<file path="src/rtl/ctr_pkg.sv">
package ctr_pkg;
  localparam int CTL_W      = 32;
  localparam int SEL_W      = 5;
  localparam int EN_BIT     = 31;
  localparam int NUM_PERF   = 2;
  localparam int SEL_MATCH  = 1;

  // select-field low bit for each event counter
  function automatic int sel_lsb(input int idx);
    return (idx == 0) ? 5 : 15;
  endfunction
endpackage

</file>
<file path="src/rtl/evt_counter.sv">
module evt_counter #(
  parameter int W = 32
) (
  input  logic         clk,
  input  logic         rst_n,
  input  logic         inc_i,
  input  logic         we_i,
  input  logic [W-1:0] wdata_i,
  output logic [W-1:0] value_o
);
  logic [W-1:0] val_q;

  always_ff @(posedge clk or negedge rst_n) begin
    if (!rst_n)     val_q <= '0;
    else if (we_i)  val_q <= wdata_i;
    else if (inc_i) val_q <= val_q + W'(1);
  end

  assign value_o = val_q;
endmodule

</file>
<file path="src/rtl/evt_gate.sv">
module evt_gate #(
  parameter int CTL_W  = 32,
  parameter int EN_POS = 31,
  parameter int LSB    = 5,
  parameter int SEL_W  = 5,
  parameter int MATCH  = 1
) (
  input  logic [CTL_W-1:0] ctl_i,
  output logic             hit_o
);
  assign hit_o = ctl_i[EN_POS] && (ctl_i[LSB +: SEL_W] == SEL_W'(MATCH));
endmodule

</file>
<file path="src/rtl/win_cmp.sv">
module win_cmp #(
  parameter int W    = 32,
  parameter int SPAN = 1000
) (
  input  logic [W-1:0] count_i,
  input  logic [W-1:0] cmp_i,
  input  logic         en_i,
  output logic         hit_o
);
  logic [W:0] upper;
  assign upper = {1'b0, cmp_i} + (W+1)'(SPAN);
  assign hit_o = en_i && (count_i >= cmp_i) && ({1'b0, count_i} < upper);
endmodule

</file>
<file path="src/rtl/cop_timer_unit.sv">
module cop_timer_unit
  import ctr_pkg::*;
#(
  parameter int          W     = 32,
  parameter int          SPAN  = 1000,
  parameter logic [31:0] CAUSE = 32'h0080_8000
) (
  input  logic             clk,
  input  logic             rst_n,
  input  logic             tick_i,
  input  logic             irq_en_i,
  input  logic             cnt_we_i,
  input  logic [W-1:0]     cnt_wdata_i,
  input  logic             cmp_we_i,
  input  logic [W-1:0]     cmp_wdata_i,
  input  logic             pctl_we_i,
  input  logic [CTL_W-1:0] pctl_wdata_i,
  input  logic             pc0_we_i,
  input  logic [W-1:0]     pc0_wdata_i,
  input  logic             pc1_we_i,
  input  logic [W-1:0]     pc1_wdata_i,
  output logic [W-1:0]     count_o,
  output logic [W-1:0]     compare_o,
  output logic [CTL_W-1:0] pctl_o,
  output logic [W-1:0]     pc0_o,
  output logic [W-1:0]     pc1_o,
  output logic             tmr_req_o,
  output logic [31:0]      tmr_cause_o
);
  logic [W-1:0]     cmp_q;
  logic [CTL_W-1:0] pctl_q;
  logic [W-1:0]     count_w;
  logic             win_hit;

  logic [NUM_PERF-1:0] pc_we;
  logic [W-1:0]        pc_wd  [NUM_PERF];
  logic [W-1:0]        pc_val [NUM_PERF];

  assign pc_we    = {pc1_we_i, pc0_we_i};
  assign pc_wd[0] = pc0_wdata_i;
  assign pc_wd[1] = pc1_wdata_i;

  always_ff @(posedge clk or negedge rst_n) begin
    if (!rst_n) begin
      cmp_q  <= '0;
      pctl_q <= '0;
    end else begin
      if (cmp_we_i)  cmp_q  <= cmp_wdata_i;
      if (pctl_we_i) pctl_q <= pctl_wdata_i;
    end
  end

  evt_counter #(.W(W)) u_count (
    .clk     (clk),
    .rst_n   (rst_n),
    .inc_i   (tick_i),
    .we_i    (cnt_we_i),
    .wdata_i (cnt_wdata_i),
    .value_o (count_w)
  );

  for (genvar g = 0; g < NUM_PERF; g++) begin : g_perf
    logic sel_hit;
    evt_gate #(
      .CTL_W  (CTL_W),
      .EN_POS (EN_BIT),
      .LSB    (sel_lsb(g)),
      .SEL_W  (SEL_W),
      .MATCH  (SEL_MATCH)
    ) u_gate (
      .ctl_i (pctl_q),
      .hit_o (sel_hit)
    );
    evt_counter #(.W(W)) u_pc (
      .clk     (clk),
      .rst_n   (rst_n),
      .inc_i   (tick_i && sel_hit),
      .we_i    (pc_we[g]),
      .wdata_i (pc_wd[g]),
      .value_o (pc_val[g])
    );
  end

  win_cmp #(.W(W), .SPAN(SPAN)) u_win (
    .count_i (count_w),
    .cmp_i   (cmp_q),
    .en_i    (irq_en_i),
    .hit_o   (win_hit)
  );

  assign count_o     = count_w;
  assign compare_o   = cmp_q;
  assign pctl_o      = pctl_q;
  assign pc0_o       = pc_val[0];
  assign pc1_o       = pc_val[1];
  assign tmr_req_o   = win_hit;
  assign tmr_cause_o = win_hit ? CAUSE : 32'h0;
endmodule

</file>
<file path="config.mk">
export PLATFORM = sky130hd
export DESIGN_NAME = cop_timer_unit
export DESIGN_NICKNAME = d
export VERILOG_FILES = /design/src/rtl/ctr_pkg.sv /design/src/rtl/evt_counter.sv /design/src/rtl/evt_gate.sv /design/src/rtl/win_cmp.sv /design/src/rtl/cop_timer_unit.sv
export SDC_FILE = /design/constraint.sdc
export NUM_CORES = 1
export LEC_CHECK = 0
export ABC_AREA = 1
export BUFFER_PORTS_ARGS = -buffer_cell sky130_fd_sc_hd__clkbuf_2
export CORE_ASPECT_RATIO = 0.6
export CORE_UTILIZATION = 56
export DETAILED_ROUTE_END_ITERATION = 12
export PLACE_DENSITY = 0.9
export REMOVE_ABC_BUFFERS = 1
export SETUP_SLACK_MARGIN = 0.5
export SYNTH_ARGS = -nofsm -noshare
export SYNTH_HDL_FRONTEND = slang
export SYNTH_SLANG_ARGS = --single-unit
</file>
<file path="constraint.sdc">
create_clock -name clk -period 3.55 [get_ports clk]
set_input_delay 0 -clock clk [delete_from_list [all_inputs] [get_ports clk]]
set_output_delay 0 -clock clk [all_outputs]
set_load 0.05 [all_outputs]
</file>
# Yosys cells after proc, flatten, opt, wreduce, memory -nomap -nowiden
# Cells that the tools add are included.
[totals]
elab_cells = 29
output_inout_bits = 193
reg_bits = 160
input_bits = 169
[op_classes]
n_reduce_logical = 9
eq_ne = 2
n_addsub = 4
n_mux = 7
magnitude_cmp = 2
[op_table]
columns = ["cell", "n"]
rows = [
  ["32-bit 2-to-1 mux", 6],
  ["32-bit by 1-bit adder with 32-bit output, second input constant", 3],
  ["32-bit by 10-bit adder with 33-bit output, second input constant", 1],
  ["32-bit by 33-bit < comparator with 1-bit output", 1],
  ["32-bit >= comparator", 1],
  ["24-bit 2-to-1 mux", 1],
  ["5-bit by 1-bit equality test with 1-bit output, second input constant", 2],
  ["1-bit logical AND", 6],
  ["2-bit nonzero test", 3],
]

# Logic depth before layout (Yosys ltp)
[depth]
ltp_word = 5
ltp_mapped = 22
mapped_depth_nobuf = 21

# Hierarchy
# From an unflattened synthesis, not the netlist that was laid out.
[unflattened]
cells_unflattened = 1645
area_unflattened_um2 = 11716.2
[modules_own_cells]
columns = ["module", "area_per_inst_um2", "cells_each", "instances", "seq_area_each_um2"]
rows = [
  ["evt_counter", 2218.4, 325, 3, 800.8],
  ["cop_timer_unit", 2825.2, 309, 1, 1601.5],
  ["win_cmp", 2178.3, 347, 1, 0.0],
  ["evt_gate", 28.8, 7, 2, 0.0],
]

# Worst setup path before layout
# OpenSTA, ideal clock, no wires.
[synth_timing]
kind = "register -> output"
from = "register cmp_q[3] (netlist: compare_o[3])"
to = "output port tmr_cause_o[15]"
path_stages_with_launch = 22
required_time_ns = 3.550
slack_ns = -0.150
path_buffers = 1
arrival_time_ns = 3.700
cell_sequence = "dfrtp_1 ha_1 inv_1 nand4_2 nor2_1 nor2_1 nand2_1 nor3_4 nand2_1 o21ai_1 nand2_1 ha_1 nand2_1 inv_1 o21ai_0 nand2_1 a41oi_1 nand2_1 nand2_1 nand2_1 nor2_1 buf_4"
[synth_between]
elab_chain_cells = 4
word_cells_on_any_way = 6
cone_classes = "1 x add/sub; 2 x order compare; 1 x mux; 2 x reduce/logical"
[synth_rtl]
columns = ["item", "line", "rtl"]
rows = [
  ["start, declared", "cop_timer_unit.sv:30", "logic [W-1:0] cmp_q;"],
  ["start signal, assigned", "cop_timer_unit.sv:48", "if (cmp_we_i) cmp_q <= cmp_wdata_i;"],
  ["32-bit by 10-bit adder with 33-bit output or 32-bit >= comparator (tied branches)", "win_cmp.sv:11, win_cmp.sv:12", ""],
  ["32-bit by 33-bit < comparator with 1-bit output or 1-bit logical AND (tied branches)", "win_cmp.sv:12", "assign hit_o = en_i && (count_i >= cmp_i) && ({1'b0, count_i} < upper);"],
  ["1-bit logical AND (*)", "win_cmp.sv:12", ""],
  ["via tmr_req_o", "cop_timer_unit.sv:27", "output logic tmr_req_o,"],
  ["24-bit 2-to-1 mux (*)", "cop_timer_unit.sv:97", "assign tmr_cause_o = win_hit ? CAUSE : 32'h0;"],
  ["end, declared", "cop_timer_unit.sv:28", "output logic [31:0] tmr_cause_o"],
]
# Mark *: on every way through the listed nets, which the timed path passes. The rest lies on a longest branch.

# Worst setup path after layout
[layout_timing]
from = "register cmp_q[3] (netlist: compare_o[3])"
to = "output port tmr_cause_o[15]"
[layout_between]
elab_chain_cells = 4
word_cells_on_any_way = 6
cone_classes = "1 x add/sub; 2 x order compare; 1 x mux; 2 x reduce/logical"
[layout_rtl]
columns = ["item", "line"]
rows = [
  ["32-bit by 10-bit adder with 33-bit output or 32-bit >= comparator (tied branches)", "win_cmp.sv:11, win_cmp.sv:12"],
  ["32-bit by 33-bit < comparator with 1-bit output or 1-bit logical AND (tied branches)", "win_cmp.sv:12"],
  ["1-bit logical AND (*)", "win_cmp.sv:12"],
  ["24-bit 2-to-1 mux (*)", "cop_timer_unit.sv:97"],
]
# Mark *: on every way between the ends. The rest lies on a longest branch, timed or not.

==> impl_metrics.csv <==
group,metric,value,unit
synth,syn_inst,1493,
route,wl,47800,um
sta,fin_hold_ws,102,ps
sta,fin_skew,10.7,ps
setup_path,reg2reg_depth,7,
synth,ys_async_sr_fraction,100,%
hold_path,min_path_cells,3,
route,drc,0,
route,viasPerCell,6.10,
setup_path,crit_path_start_kind,"flop",
sta,rsz0062_at_grt,"true",
sta,setup_viol,0,
power,power_leakage,7.66,nW
setup_path,crit_fanout,3,
layout,finalInstanceArea,15700,um^2
grt,grt_pass1_vias,13006,
cts,path_clk_slew,70,ps
die,start_util,58.5,%
die,die_w,186,um
power,vdd_drop_max,0.370,mV
run,cap_violations,0,
power,p_int,3.72,mW
sta,maxSlewViolCount,0,
sta,finalSetupTns,0,ps
power,sequentialPowerShare,35.6,%
setup_path,end_kind,"output port",
route,routedWlPerCell,21.0,um
die,core,19400,um^2
power,p_sw,2.90,mW
placed_design,dpl_cell_area,13100,um^2
layout,multi_input_comb_area,6650,um^2
die,die_y,112,um
setup_path,critPathKind,"reg -> out",
sta,slew_headroom,23.5,%
synth,synth_common_cells,"nand2_1 (389), dfrtp_1 (160), inv_1 (140)",
synth,yosys_most_used_dff,"dfrtp_1",
grt,overflow,0,
cts,numCtsBuffers,17,
power,clockPowerShare,27.8,%
sta,tightest_slew,1150,ps
route,ant_nets,0,
synth,synth.distinct_cells,51,
cts,htreeDepth,4,
sta,period_needed,3280,ps
route,route.met3.wl,7240,um
layout,regArea,4010,um^2
route,drt_pass1_iterations,7,
placed_design,io_buffers,331,
sta,period_share,92.5,%
hold_path,hold_class,"in -> reg",
synth,synth_area_leaders,"dfrtp_1 (35%), nand2_1 (13%), ha_1 (7.2%)",
route,met2RoutedLength,19600,um
grt,grt_pass1_wl,70300,um
route,drt_first_iter_violations,2087,
layout,n_fill_cell,1201,
layout,drive_above_1_share,25.9,%
placed_design,place.gp.congestion,0.981,
layout,area_delta_synth_final,38.4,%
cts,cts_tree,"yes",
route,routed.top_layer,"met4",
sta,hold_viol,0,
power,pwr-share-comb,36.6,%
status,status,"finished clean",
die,ios,362,
grt,antenna_found_initial,3,
layout,fin_nets,2233,
synth,synth_edf_count,0,
cts,worstSkewPairLatency,440,ps
power,swShare,43.8,%
setup_path,required,3550,ps
synth,yosys.area.top_type,"dfrtp_1",
synth,synth_top_area_share,35.3,%
synth,ys_seq_area_share,35.3,%
die,dieArea,20900,um^2
route,vias,13914,
cts,numClockSinks,160,
synth,syn_area,11400,um^2
power,p_per_area,422,nW/um^2
grt,grt_usage,44.4,%
die,row_count,39,
cts,root_buffer,"clkbuf_16",
grt,grt_start_max_net_pins,94,
route,wl_met1,17900,um
synth,ys_ff_latch,160,
placed_design,dp_hpwl,29900,um
synth,yosys_warnings,0,
synth,syn_avg_cell_area,7.60,um^2
cts,cts_buffer_depth,2,
sta,max_freq,305,MHz
synth,yosysMostFrequentCell,"nand2_1",
setup_path,arrival,3280,ps
-- path summary, 6_finish.rpt --
path	from	end	slack, ps
hold / removal	pc0_we_i	g_perf[0].u_pc.value_o[31]	100
setup reg to reg	pctl_o[7]	g_perf[0].u_pc.value_o[23]	900
setup / recovery	compare_o[3]	tmr_cause_o[15]	270
min in group asynchronous	rst_n	compare_o[11]	190
max in group asynchronous	rst_n	g_perf[0].u_pc.value_o[22]	2490
hold reg to reg	pctl_o[4]	pctl_o[4]	520
-- power by group through the flow --
stage / logic, mW / clock network [mW] / registers (mW)
floorplan: 0.807 / 0 / 2.90
global placement: 2.03 / 0 / 2.33
detailed placement: 2.07 / 0 / 2.34
CTS: 2.27 / 1.82 / 2.31
global route: 2.56 / 1.91 / 2.36
finish: 2.43 / 1.84 / 2.36
-- state kept, by name, summed over array words and instances (netlist names) --
name / count
g_perf.u_pc.value_o: 64
pctl_o: 32
u_count.value_o: 32
compare_o: 32
-- per-stage QoR --
stage	power (mW)	utilization [%]	setup slack, ps	cells
6_report	6.63	80.9	267	2281
5_1_grt	6.83	80.9	136	2281
4_1_cts	6.39	79.8	356	2267
3_5_place_dp	4.40	67.5	437	2059
3_3_place_gp	4.35	67.5	557	2059
2_1_floorplan	3.71	-	-977	1453
-- critical path: stages, from the launching register on --
cell,delay (ps)
dfrtp_1,420
buf_4,160
nand2_2,70
nand3_4,100
nor2_4,50
nor2_2,170
nand3_2,130
xor2_2,280
ha_1,310
nand2_2,110
nor2_4,50
nand2_2,80
nor2_2,40
a21oi_1,150
nand3_1,110
nand2_1,70
nand2_1,60
nand2_1,70
nand2_2,70
nor2_4,170
buf_8,170
-- cells by family after synthesis --
logic type,after synthesis,share of synthesized area [%]
other,1,0.0330
AND/OR/NAND/NOR,727,28.7
flip-flops,160,35.3
AO/OA/AOI/OAI,210,11.0
multiplexers,27,2.68
XOR/XNOR,84,6.48
buffers and inverters,219,8.70
adder cells (fa/ha/maj),65,7.16
-- layer usage --
layer / track usage (%) / up-vias
li1: - / 5910
met1: 58.9 / 6282
met2: 64.0 / 1352
met3: 15.2 / 370
met4: 22.6 / 0
met5: 0 / -
-- layout by cell type (no fill, tap or decap), types with 16 or more instances in the layout --
master	synthesis	final
nand2_1	389	381
clkbuf_2	0	327
dlygate4sd3_1	0	161
dfrtp_1	160	156
inv_1	140	137
nor2_1	128	118
o21ai_0	76	75
xor2_1	70	68
nand3_1	66	64
ha_1	65	64
nor3_1	43	42
a21oi_1	42	41
buf_4	35	33
conb_1	1	30
nand4_1	29	29
mux2_2	27	27
o211ai_1	26	26
nand2_2	14	21
clkbuf_16	0	17
nor2_4	9	16
a22oi_1	16	16
-- layout make-up --
type,count,area share [%]
antenna,3,0.0478
clock inverter,13,0.820
clock buffer,19,2.76
inverter,150,3.60
tap,266,2.12
multi-input combinational,1143,42.3
sequential,160,25.5
timing repair buffer,527,22.8
-- repair_timing --
action,4_1_cts,5_1_grt
hold buffers,161,0
buffers inserted,15,11
setup endpoints to repair,3,3
gates cloned,0,0
gates resized for setup,29,31
hold endpoints to repair,252,0
pin swaps,13,22
Power figures use the tool's default switching activity.
